File: src/rtl/swreg_pkg.sv
package swreg_pkg;
    localparam int unsigned BYTE_W   = 8;
    localparam int unsigned BITCNT_W = $clog2(BYTE_W + 1);
    localparam int unsigned N_LINES  = 2;
    localparam int unsigned LINE_SCL = 0;
    localparam int unsigned LINE_SDA = 1;

    typedef enum logic [2:0] {
        ST_IDLE,
        ST_ADDR,
        ST_ADDR_ACK,
        ST_WR_DATA,
        ST_WR_ACK,
        ST_RD_DATA,
        ST_RD_ACK,
        ST_SKIP
    } swreg_state_e;
endpackage

File: src/rtl/swreg_line_cond.sv
module swreg_line_cond #(
    parameter int unsigned SYNC_STAGES   = 2,
    parameter int unsigned FILTER_CYCLES = 5,
    parameter logic        IDLE_LEVEL    = 1'b1
) (
    input  logic clk,
    input  logic rst_n,
    input  logic raw_i,
    output logic clean_o
);
    logic [SYNC_STAGES-1:0] sync_q;
    logic                   sync_last;

    always_ff @(posedge clk or negedge rst_n) begin
        if (!rst_n) begin
            sync_q <= {SYNC_STAGES{IDLE_LEVEL}};
        end else begin
            sync_q <= {sync_q[SYNC_STAGES-2:0], raw_i};
        end
    end

    assign sync_last = sync_q[SYNC_STAGES-1];

    generate
        if (FILTER_CYCLES <= 1) begin : g_nofilt
            logic clean_q;
            always_ff @(posedge clk or negedge rst_n) begin
                if (!rst_n) begin
                    clean_q <= IDLE_LEVEL;
                end else begin
                    clean_q <= sync_last;
                end
            end
            assign clean_o = clean_q;
        end else begin : g_filt
            localparam int unsigned CNT_W = $clog2(FILTER_CYCLES);
            localparam logic [CNT_W-1:0] CNT_MAX = CNT_W'(FILTER_CYCLES - 1);
            logic [CNT_W-1:0] cnt_q;
            logic             clean_q;

            always_ff @(posedge clk or negedge rst_n) begin
                if (!rst_n) begin
                    cnt_q   <= '0;
                    clean_q <= IDLE_LEVEL;
                end else if (sync_last != clean_q) begin
                    if (cnt_q == CNT_MAX) begin
                        cnt_q   <= '0;
                        clean_q <= sync_last;
                    end else begin
                        cnt_q <= cnt_q + 1'b1;
                    end
                end else begin
                    cnt_q <= '0;
                end
            end
            assign clean_o = clean_q;


            filt_follow_chk: assert property (@(posedge clk) disable iff (!rst_n)
                (clean_q != $past(clean_q)) |-> ($past(sync_last) == clean_q));
        end
    endgenerate
endmodule

File: src/rtl/swreg_bus_evt.sv
module swreg_bus_evt (
    input  logic clk,
    input  logic rst_n,
    input  logic scl_c,
    input  logic sda_c,
    output logic scl_rise,
    output logic scl_fall,
    output logic start_det,
    output logic stop_det
);
    logic scl_q;
    logic sda_q;

    always_ff @(posedge clk or negedge rst_n) begin
        if (!rst_n) begin
            scl_q <= 1'b1;
            sda_q <= 1'b1;
        end else begin
            scl_q <= scl_c;
            sda_q <= sda_c;
        end
    end

    assign scl_rise  =  scl_c & ~scl_q;
    assign scl_fall  = ~scl_c &  scl_q;
    assign start_det =  scl_c &  scl_q &  sda_q & ~sda_c;
    assign stop_det  =  scl_c &  scl_q & ~sda_q &  sda_c;
endmodule

File: src/rtl/swreg_proto_fsm.sv
module swreg_proto_fsm
    import swreg_pkg::*;
#(
    parameter logic [4:0] ADDR_PREFIX = 5'b10011
) (
    input  logic              clk,
    input  logic              rst_n,
    input  logic              scl_lvl,
    input  logic              sda_lvl,
    input  logic              scl_rise,
    input  logic              scl_fall,
    input  logic              start_det,
    input  logic              stop_det,
    input  logic              strap_a1,
    input  logic              strap_a0,
    output logic              sda_oe,
    output logic [BYTE_W-1:0] ctrl_o
);
    swreg_state_e         state_q, state_d;
    logic [BITCNT_W-1:0]  bitcnt_q, bitcnt_d;
    logic [BYTE_W-1:0]    shift_q, shift_d;
    logic [BYTE_W-1:0]    tx_q, tx_d;
    logic [BYTE_W-1:0]    ctrl_q, ctrl_d;
    logic                 oe_q, oe_d;
    logic                 more_q, more_d;
    logic                 byte_done;
    logic                 addr_hit;

    assign byte_done = (bitcnt_q == BITCNT_W'(BYTE_W));
    assign addr_hit  = (shift_q[BYTE_W-1:1] == {ADDR_PREFIX, strap_a1, strap_a0});

    always_comb begin
        state_d  = state_q;
        bitcnt_d = bitcnt_q;
        shift_d  = shift_q;
        tx_d     = tx_q;
        ctrl_d   = ctrl_q;
        oe_d     = oe_q;
        more_d   = more_q;
        if (stop_det) begin
            state_d = ST_IDLE;
            oe_d    = 1'b0;
        end else if (start_det) begin
            state_d  = ST_ADDR;
            bitcnt_d = '0;
            oe_d     = 1'b0;
        end else begin
            unique case (state_q)
                ST_IDLE, ST_SKIP: begin
                    oe_d = 1'b0;
                end
                ST_ADDR: begin
                    if (scl_rise && !byte_done) begin
                        shift_d  = {shift_q[BYTE_W-2:0], sda_lvl};
                        bitcnt_d = bitcnt_q + 1'b1;
                    end else if (scl_fall && byte_done) begin
                        if (addr_hit) begin
                            state_d = ST_ADDR_ACK;
                            oe_d    = 1'b1;
                        end else begin
                            state_d = ST_SKIP;
                        end
                    end
                end
                ST_ADDR_ACK: begin
                    if (scl_fall) begin
                        bitcnt_d = '0;
                        if (shift_q[0]) begin
                            state_d = ST_RD_DATA;
                            tx_d    = ctrl_q;
                            oe_d    = ~ctrl_q[BYTE_W-1];
                        end else begin
                            state_d = ST_WR_DATA;
                            oe_d    = 1'b0;
                        end
                    end
                end
                ST_WR_DATA: begin
                    if (scl_rise && !byte_done) begin
                        shift_d  = {shift_q[BYTE_W-2:0], sda_lvl};
                        bitcnt_d = bitcnt_q + 1'b1;
                    end else if (scl_fall && byte_done) begin
                        state_d = ST_WR_ACK;
                        ctrl_d  = shift_q;
                        oe_d    = 1'b1;
                    end
                end
                ST_WR_ACK: begin
                    if (scl_fall) begin
                        state_d  = ST_WR_DATA;
                        bitcnt_d = '0;
                        oe_d     = 1'b0;
                    end
                end
                ST_RD_DATA: begin
                    if (scl_rise && !byte_done) begin
                        bitcnt_d = bitcnt_q + 1'b1;
                    end else if (scl_fall) begin
                        if (byte_done) begin
                            state_d = ST_RD_ACK;
                            oe_d    = 1'b0;
                        end else begin
                            tx_d = {tx_q[BYTE_W-2:0], 1'b0};
                            oe_d = ~tx_q[BYTE_W-2];
                        end
                    end
                end
                ST_RD_ACK: begin
                    if (scl_rise) begin
                        more_d = ~sda_lvl;
                    end else if (scl_fall) begin
                        if (more_q) begin
                            state_d  = ST_RD_DATA;
                            bitcnt_d = '0;
                            tx_d     = ctrl_q;
                            oe_d     = ~ctrl_q[BYTE_W-1];
                        end else begin
                            state_d = ST_SKIP;
                        end
                    end
                end
                default: begin
                    state_d = ST_IDLE;
                    oe_d    = 1'b0;
                end
            endcase
        end
    end

    always_ff @(posedge clk or negedge rst_n) begin
        if (!rst_n) begin
            state_q <= ST_IDLE;
        end else begin
            state_q <= state_d;
        end
    end

    always_ff @(posedge clk or negedge rst_n) begin
        if (!rst_n) begin
            bitcnt_q <= '0;
            shift_q  <= '0;
            tx_q     <= '0;
            ctrl_q   <= '0;
            oe_q     <= 1'b0;
            more_q   <= 1'b0;
        end else begin
            bitcnt_q <= bitcnt_d;
            shift_q  <= shift_d;
            tx_q     <= tx_d;
            ctrl_q   <= ctrl_d;
            oe_q     <= oe_d;
            more_q   <= more_d;
        end
    end

    assign sda_oe = oe_q;
    assign ctrl_o = ctrl_q;


    oe_scl_low_chk: assert property (@(posedge clk) disable iff (!rst_n)
        !$stable(oe_q) |-> !scl_lvl);


    ctrl_commit_chk: assert property (@(posedge clk) disable iff (!rst_n)
        !$stable(ctrl_q) |-> (state_q == ST_WR_ACK));


    skip_quiet_chk: assert property (@(posedge clk) disable iff (!rst_n)
        (state_q == ST_SKIP) |-> !oe_q);


    addr_ack_drive_chk: assert property (@(posedge clk) disable iff (!rst_n)
        (state_q == ST_ADDR_ACK) |-> oe_q);


    rd_ack_release_chk: assert property (@(posedge clk) disable iff (!rst_n)
        (state_q == ST_RD_ACK) |-> !oe_q);
endmodule

File: src/rtl/swreg_i2c_slave.sv
module swreg_i2c_slave
    import swreg_pkg::*;
#(
    parameter logic [4:0]  ADDR_PREFIX   = 5'b10011,
    parameter int unsigned SYNC_STAGES   = 2,
    parameter int unsigned FILTER_CYCLES = 5
) (
    input  logic              clk,
    input  logic              rst_n,
    input  logic              scl_i,
    input  logic              sda_i,
    input  logic              strap_a1,
    input  logic              strap_a0,
    output logic              sda_oe,
    output logic [BYTE_W-1:0] sw_en
);
    logic [N_LINES-1:0] raw_lines;
    logic [N_LINES-1:0] clean_lines;
    logic scl_rise, scl_fall, start_det, stop_det;

    assign raw_lines[LINE_SCL] = scl_i;
    assign raw_lines[LINE_SDA] = sda_i;

    generate
        for (genvar li = 0; li < N_LINES; li++) begin : g_line
            swreg_line_cond #(
                .SYNC_STAGES  (SYNC_STAGES),
                .FILTER_CYCLES(FILTER_CYCLES),
                .IDLE_LEVEL   (1'b1)
            ) u_cond (
                .clk    (clk),
                .rst_n  (rst_n),
                .raw_i  (raw_lines[li]),
                .clean_o(clean_lines[li])
            );
        end
    endgenerate

    swreg_bus_evt u_evt (
        .clk      (clk),
        .rst_n    (rst_n),
        .scl_c    (clean_lines[LINE_SCL]),
        .sda_c    (clean_lines[LINE_SDA]),
        .scl_rise (scl_rise),
        .scl_fall (scl_fall),
        .start_det(start_det),
        .stop_det (stop_det)
    );

    swreg_proto_fsm #(
        .ADDR_PREFIX(ADDR_PREFIX)
    ) u_fsm (
        .clk      (clk),
        .rst_n    (rst_n),
        .scl_lvl  (clean_lines[LINE_SCL]),
        .sda_lvl  (clean_lines[LINE_SDA]),
        .scl_rise (scl_rise),
        .scl_fall (scl_fall),
        .start_det(start_det),
        .stop_det (stop_det),
        .strap_a1 (strap_a1),
        .strap_a0 (strap_a0),
        .sda_oe   (sda_oe),
        .ctrl_o   (sw_en)
    );
endmodule

File: config.mk
export PLATFORM = sky130hd
export DESIGN_NAME = swreg_i2c_slave
export DESIGN_NICKNAME = d
export VERILOG_FILES = /design/src/rtl/swreg_pkg.sv /design/src/rtl/swreg_line_cond.sv /design/src/rtl/swreg_bus_evt.sv /design/src/rtl/swreg_proto_fsm.sv /design/src/rtl/swreg_i2c_slave.sv
export SDC_FILE = /design/constraint.sdc
export NUM_CORES = 1
export LEC_CHECK = 0
export ABC_AREA = 1
export BUFFER_PORTS_ARGS = -buffer_cell sky130_fd_sc_hd__buf_4
export CAP_MARGIN = 20
export CORE_MARGIN = 3
export CORE_UTILIZATION = 40
export CTS_CLUSTER_DIAMETER = 50
export DETAILED_ROUTE_END_ITERATION = 6
export GPL_TIMING_DRIVEN = 0
export SLEW_MARGIN = 20
export SYNTH_ARGS = -nofsm -noshare
export SYNTH_HDL_FRONTEND = slang
export SYNTH_HIERARCHICAL = 1
export SYNTH_SLANG_ARGS = --single-unit
File: constraint.sdc
create_clock -name clk -period 3.2 [get_ports clk]
set_input_delay 0.32 -clock clk [delete_from_list [all_inputs] [get_ports clk]]
set_output_delay 0.32 -clock clk [all_outputs]
set_load 0.02 [all_outputs]
==> results.txt <==
Outcome -> finished clean
Die span in y -> 85.7 um
Final net count -> 363
Synth-to-layout area growth -> 11.2%
GRT Util Overall -> 14.6%
Synth Net Count -> 342
Slowest-stage cell, CP -> dfstp_2
Reg clk slew, reported paths -> 0.09 ns
Synth Flop Type -> dfrtp_1
Routability cong. -> 0.906
Pins Over Slew Limit -> 0
Worst slew pin tran -> 0.569 ns
Cell accounting for the most synthesized area -> dfrtp_1
Req. time, crit path -> 3.37 ns
HP Class -> in2async
Simple-Gate Fraction of Synth Area -> 32.8%
Worst slew margin -> 62.1%
Seq pwr share -> 36.8%
Post-layout min period -> 2.01 ns
Multi-input logic area -> 1150 um^2
CTS Hold Bufs -> 0
Worst-path fanout max -> 10
Ant. Diodes -> 0
Register area share after synthesis -> 45.7%
Largest family of logic cells by synthesized area -> simple AND/OR/NAND/NOR gates
Commonest cells in the netlist -> nand2_1 (125), inv_1 (39), dfrtp_1 (38)
Cell internal pwr -> 1.20 mW
CP Capture Type -> flip-flop
Final hold viol count -> 0
Part of the power in combinational logic -> 46.8%
Clk network pwr share -> 16.4%
Startpoint types -> flip-flop
Syn Std Cell Area -> 2540 um^2
Top post-synthesis cells by area -> dfrtp_1 (37%), nand2_1 (18%), dfstp_2 (8.3%), inv_1 (5.8%), o21ai_0 (3.9%)
Die X -> 85.7 um
Critical path buffer and inverter count -> 3
Max_cap viols -> 0
Vias per std cell -> 4.69
WS Path Type -> reg2reg
Number of global-route vias before repair -> 1,866
Remaining Overflow, GRT -> 0
P per Cell Area -> 763 nW/um^2
Unique masters post-synth -> 31
Post-synth EDFFs -> 0
CP Cell Sequence -> inv_1 -> nor2_1 -> inv_1 -> nor2_2 -> nand3_1 -> clkbuf_1 -> nand2_1 -> o21ai_0
Max frequency -> 497 MHz
Initial Util -> 42.2%
Io pins -> 15
Avg Synthesized Cell Area -> 7.70 um^2
Synth Area in Adders -> 2.95%
Skew-Pair Late Insertion Delay -> 0.30 ns
First-pass GRT wire length -> 8660 um
Setup_tns -> 0 ns
RR Startpoint -> g_line[0].u_cond/clean_o
Worst reg2reg path endpoint -> u_fsm/shift_q[7]
VDD IR-drop max -> 0.553 mV
Root Driver -> clkbuf_8
Area share of xor/xnor cells in the synthesized design -> 0.689%
Synth Warn # -> 6
Via count -> 2,001
Wire length per cell -> 11.5 um
Layout cell share with drive strength beyond 1 -> 18.8%
Largest net degree at the start of global routing -> 47
Port Buf Inserts -> 14
Reg2reg path depth -> 8
Filler Cell Count -> 627
Mux cell area share after synthesis -> 0%
Register area -> 1160 um^2
P_sw -> 952 uW
Hpwl dp -> 3670 um
FP Rows -> 28
Cts bufs inserted -> 5
Fin crit share -> 62.9%
Routed Antenna Nets -> 0
CTS tree -> done
Leak -> 1.44 nW
Initial antenna violation count -> 0
R2r setup slk -> 1.19 ns
Worst path arrival time -> 2.19 ns
Flops & latches, synth -> 46
Post-CTS Setup Bufs -> 0
Count leader, synth -> nand2_1
Post_cts resized -> 0
Complex-gate fraction of the synthesized area -> 8.76%
# setup viols final -> 0
Clock skew -> 0.00699 ns
Top cell by count, worst path -> inv_1
Cells after Synth -> 330
First drt pass iteration count -> 4
Post-layout util -> 46.9%
Drt drc -> 0
Core area -> 6030 um^2
Full die area -> 7350 um^2
Drt first-iter violations -> 96
Sw Ratio -> 44.2%
Asr flop ratio synth -> 100%
Bufs on Longest Clock Path -> 2
Yosys top cell area share -> 37.4%
Max incr delay on CP -> 0.59 ns
Clock Sink Count -> 46
H-tree levels -> 2
Crit-path leading delay family -> simple AND/OR/NAND/NOR gates
Final WL -> 4930 um
RSZ-0062 raised after global routing -> no
[logic make-up after synthesis]
| family | Yosys count |
|---|---|
| buffers and inverters | 49 |
| AND/OR/NAND/NOR | 191 |
| adder cells (fa/ha/maj) | 6 |
| AO/OA/AOI/OAI | 36 |
| flip-flops | 46 |
| XOR/XNOR | 2 |
[how the worst max path moves through the flow]
stage	start	to	slack (ns)	cells after the start
6_report	g_line[0].u_cond/clean_o	u_fsm/shift_q[7]	1.19	8
5_1_grt	g_line[0].u_cond/clean_o	u_fsm/shift_q[1]	0.95	8
4_1_cts	g_line[0].u_cond/clean_o	u_fsm/shift_q[2]	1.18	7
3_5_place_dp	g_line[0].u_cond/clean_o	u_fsm/shift_q[6]	1.19	8
3_3_place_gp	g_line[0].u_cond/clean_o	u_fsm/shift_q[7]	1.20	8
2_1_floorplan	g_line[1].u_cond/clean_o	u_fsm/ctrl_o[2]	1.45	10
[worst register-to-register path, delay by kind of cell (launching register included)]
family / cells / cell delay, ns
buffers and inverters: 3 / 0.44
flip-flops: 1 / 0.59
AO/OA/AOI/OAI: 1 / 0.07
AND/OR/NAND/NOR: 4 / 0.79
[through the flow]
stage / instance area [um^2] / cells / power, mW / hold slack, ns / worst slack (ns)
after CTS: 2830 / 427 / 2.19 / 0.0443 / 1.18
after floorplan: 2540 / 330 / 1.59 / 0.0244 / 1.45
after detailed placement: 2740 / 419 / 1.82 / 0.347 / 1.19
after global placement: 2740 / 419 / 1.80 / 0.349 / 1.20
after global routing: 2830 / 427 / 2.38 / 0.0490 / 0.946
final: 2830 / 427 / 2.16 / 0.0115 / 1.19
[power groups by stage]
stage / clock (mW) / combinational [mW] / sequential, mW
after global routing: 0.394 / 1.18 / 0.812
after global placement: 0 / 0.997 / 0.802
after detailed placement: 0 / 1.02 / 0.807
after floorplan: 0 / 0.795 / 0.794
final: 0.354 / 1.01 / 0.793
after CTS: 0.373 / 1.02 / 0.796
[layer usage]
layer	vias up	wire (um)	track usage (%)
li1	1060	-	-
met1	912	2510	20.5
met2	24	2220	22.7
met3	5	152	3.17
met4	0	45	3.88
met5	-	0	0
[sequential cells by signal, indices dropped and copies added (netlist names), 2 cells and up]
name,count
g_line.u_cond/clean_o,2
g_line.u_cond/g_filt.cnt_q,6
g_line.u_cond/sync_q,4
u_fsm/bitcnt_q,4
u_fsm/ctrl_o,8
u_fsm/shift_q,8
u_fsm/state_q,3
u_fsm/tx_q,7
[layout by cell type, fill, tap and decap left out, types with 2 or more instances in the layout]
cell	n
nand3b_1	2
a21oi_1	3
nor2_2	4
nor2_1	23
nand2_2	9
and3_1	2
ha_1	6
buf_4	15
o21ai_2	8
inv_1	39
o21ai_0	20
dfrtp_1	38
clkbuf_8	5
buf_6	3
o21ai_1	3
clkbuf_1	2
inv_2	2
dfstp_2	8
nand2_1	125
nand3_1	18
nand3_2	4
[cell type report]
type	instances	share of cell area [%]
Sequential cell	46	41.1
Multi-Input combinational cell	235	40.7
Inverter	42	5.67
Timing Repair Buffer	14	3.72
Tap cell	75	3.32
Clock buffer	6	2.57
Buffer	7	2.48
Clock inverter	2	0.487
Power figures use the tool's default switching activity.
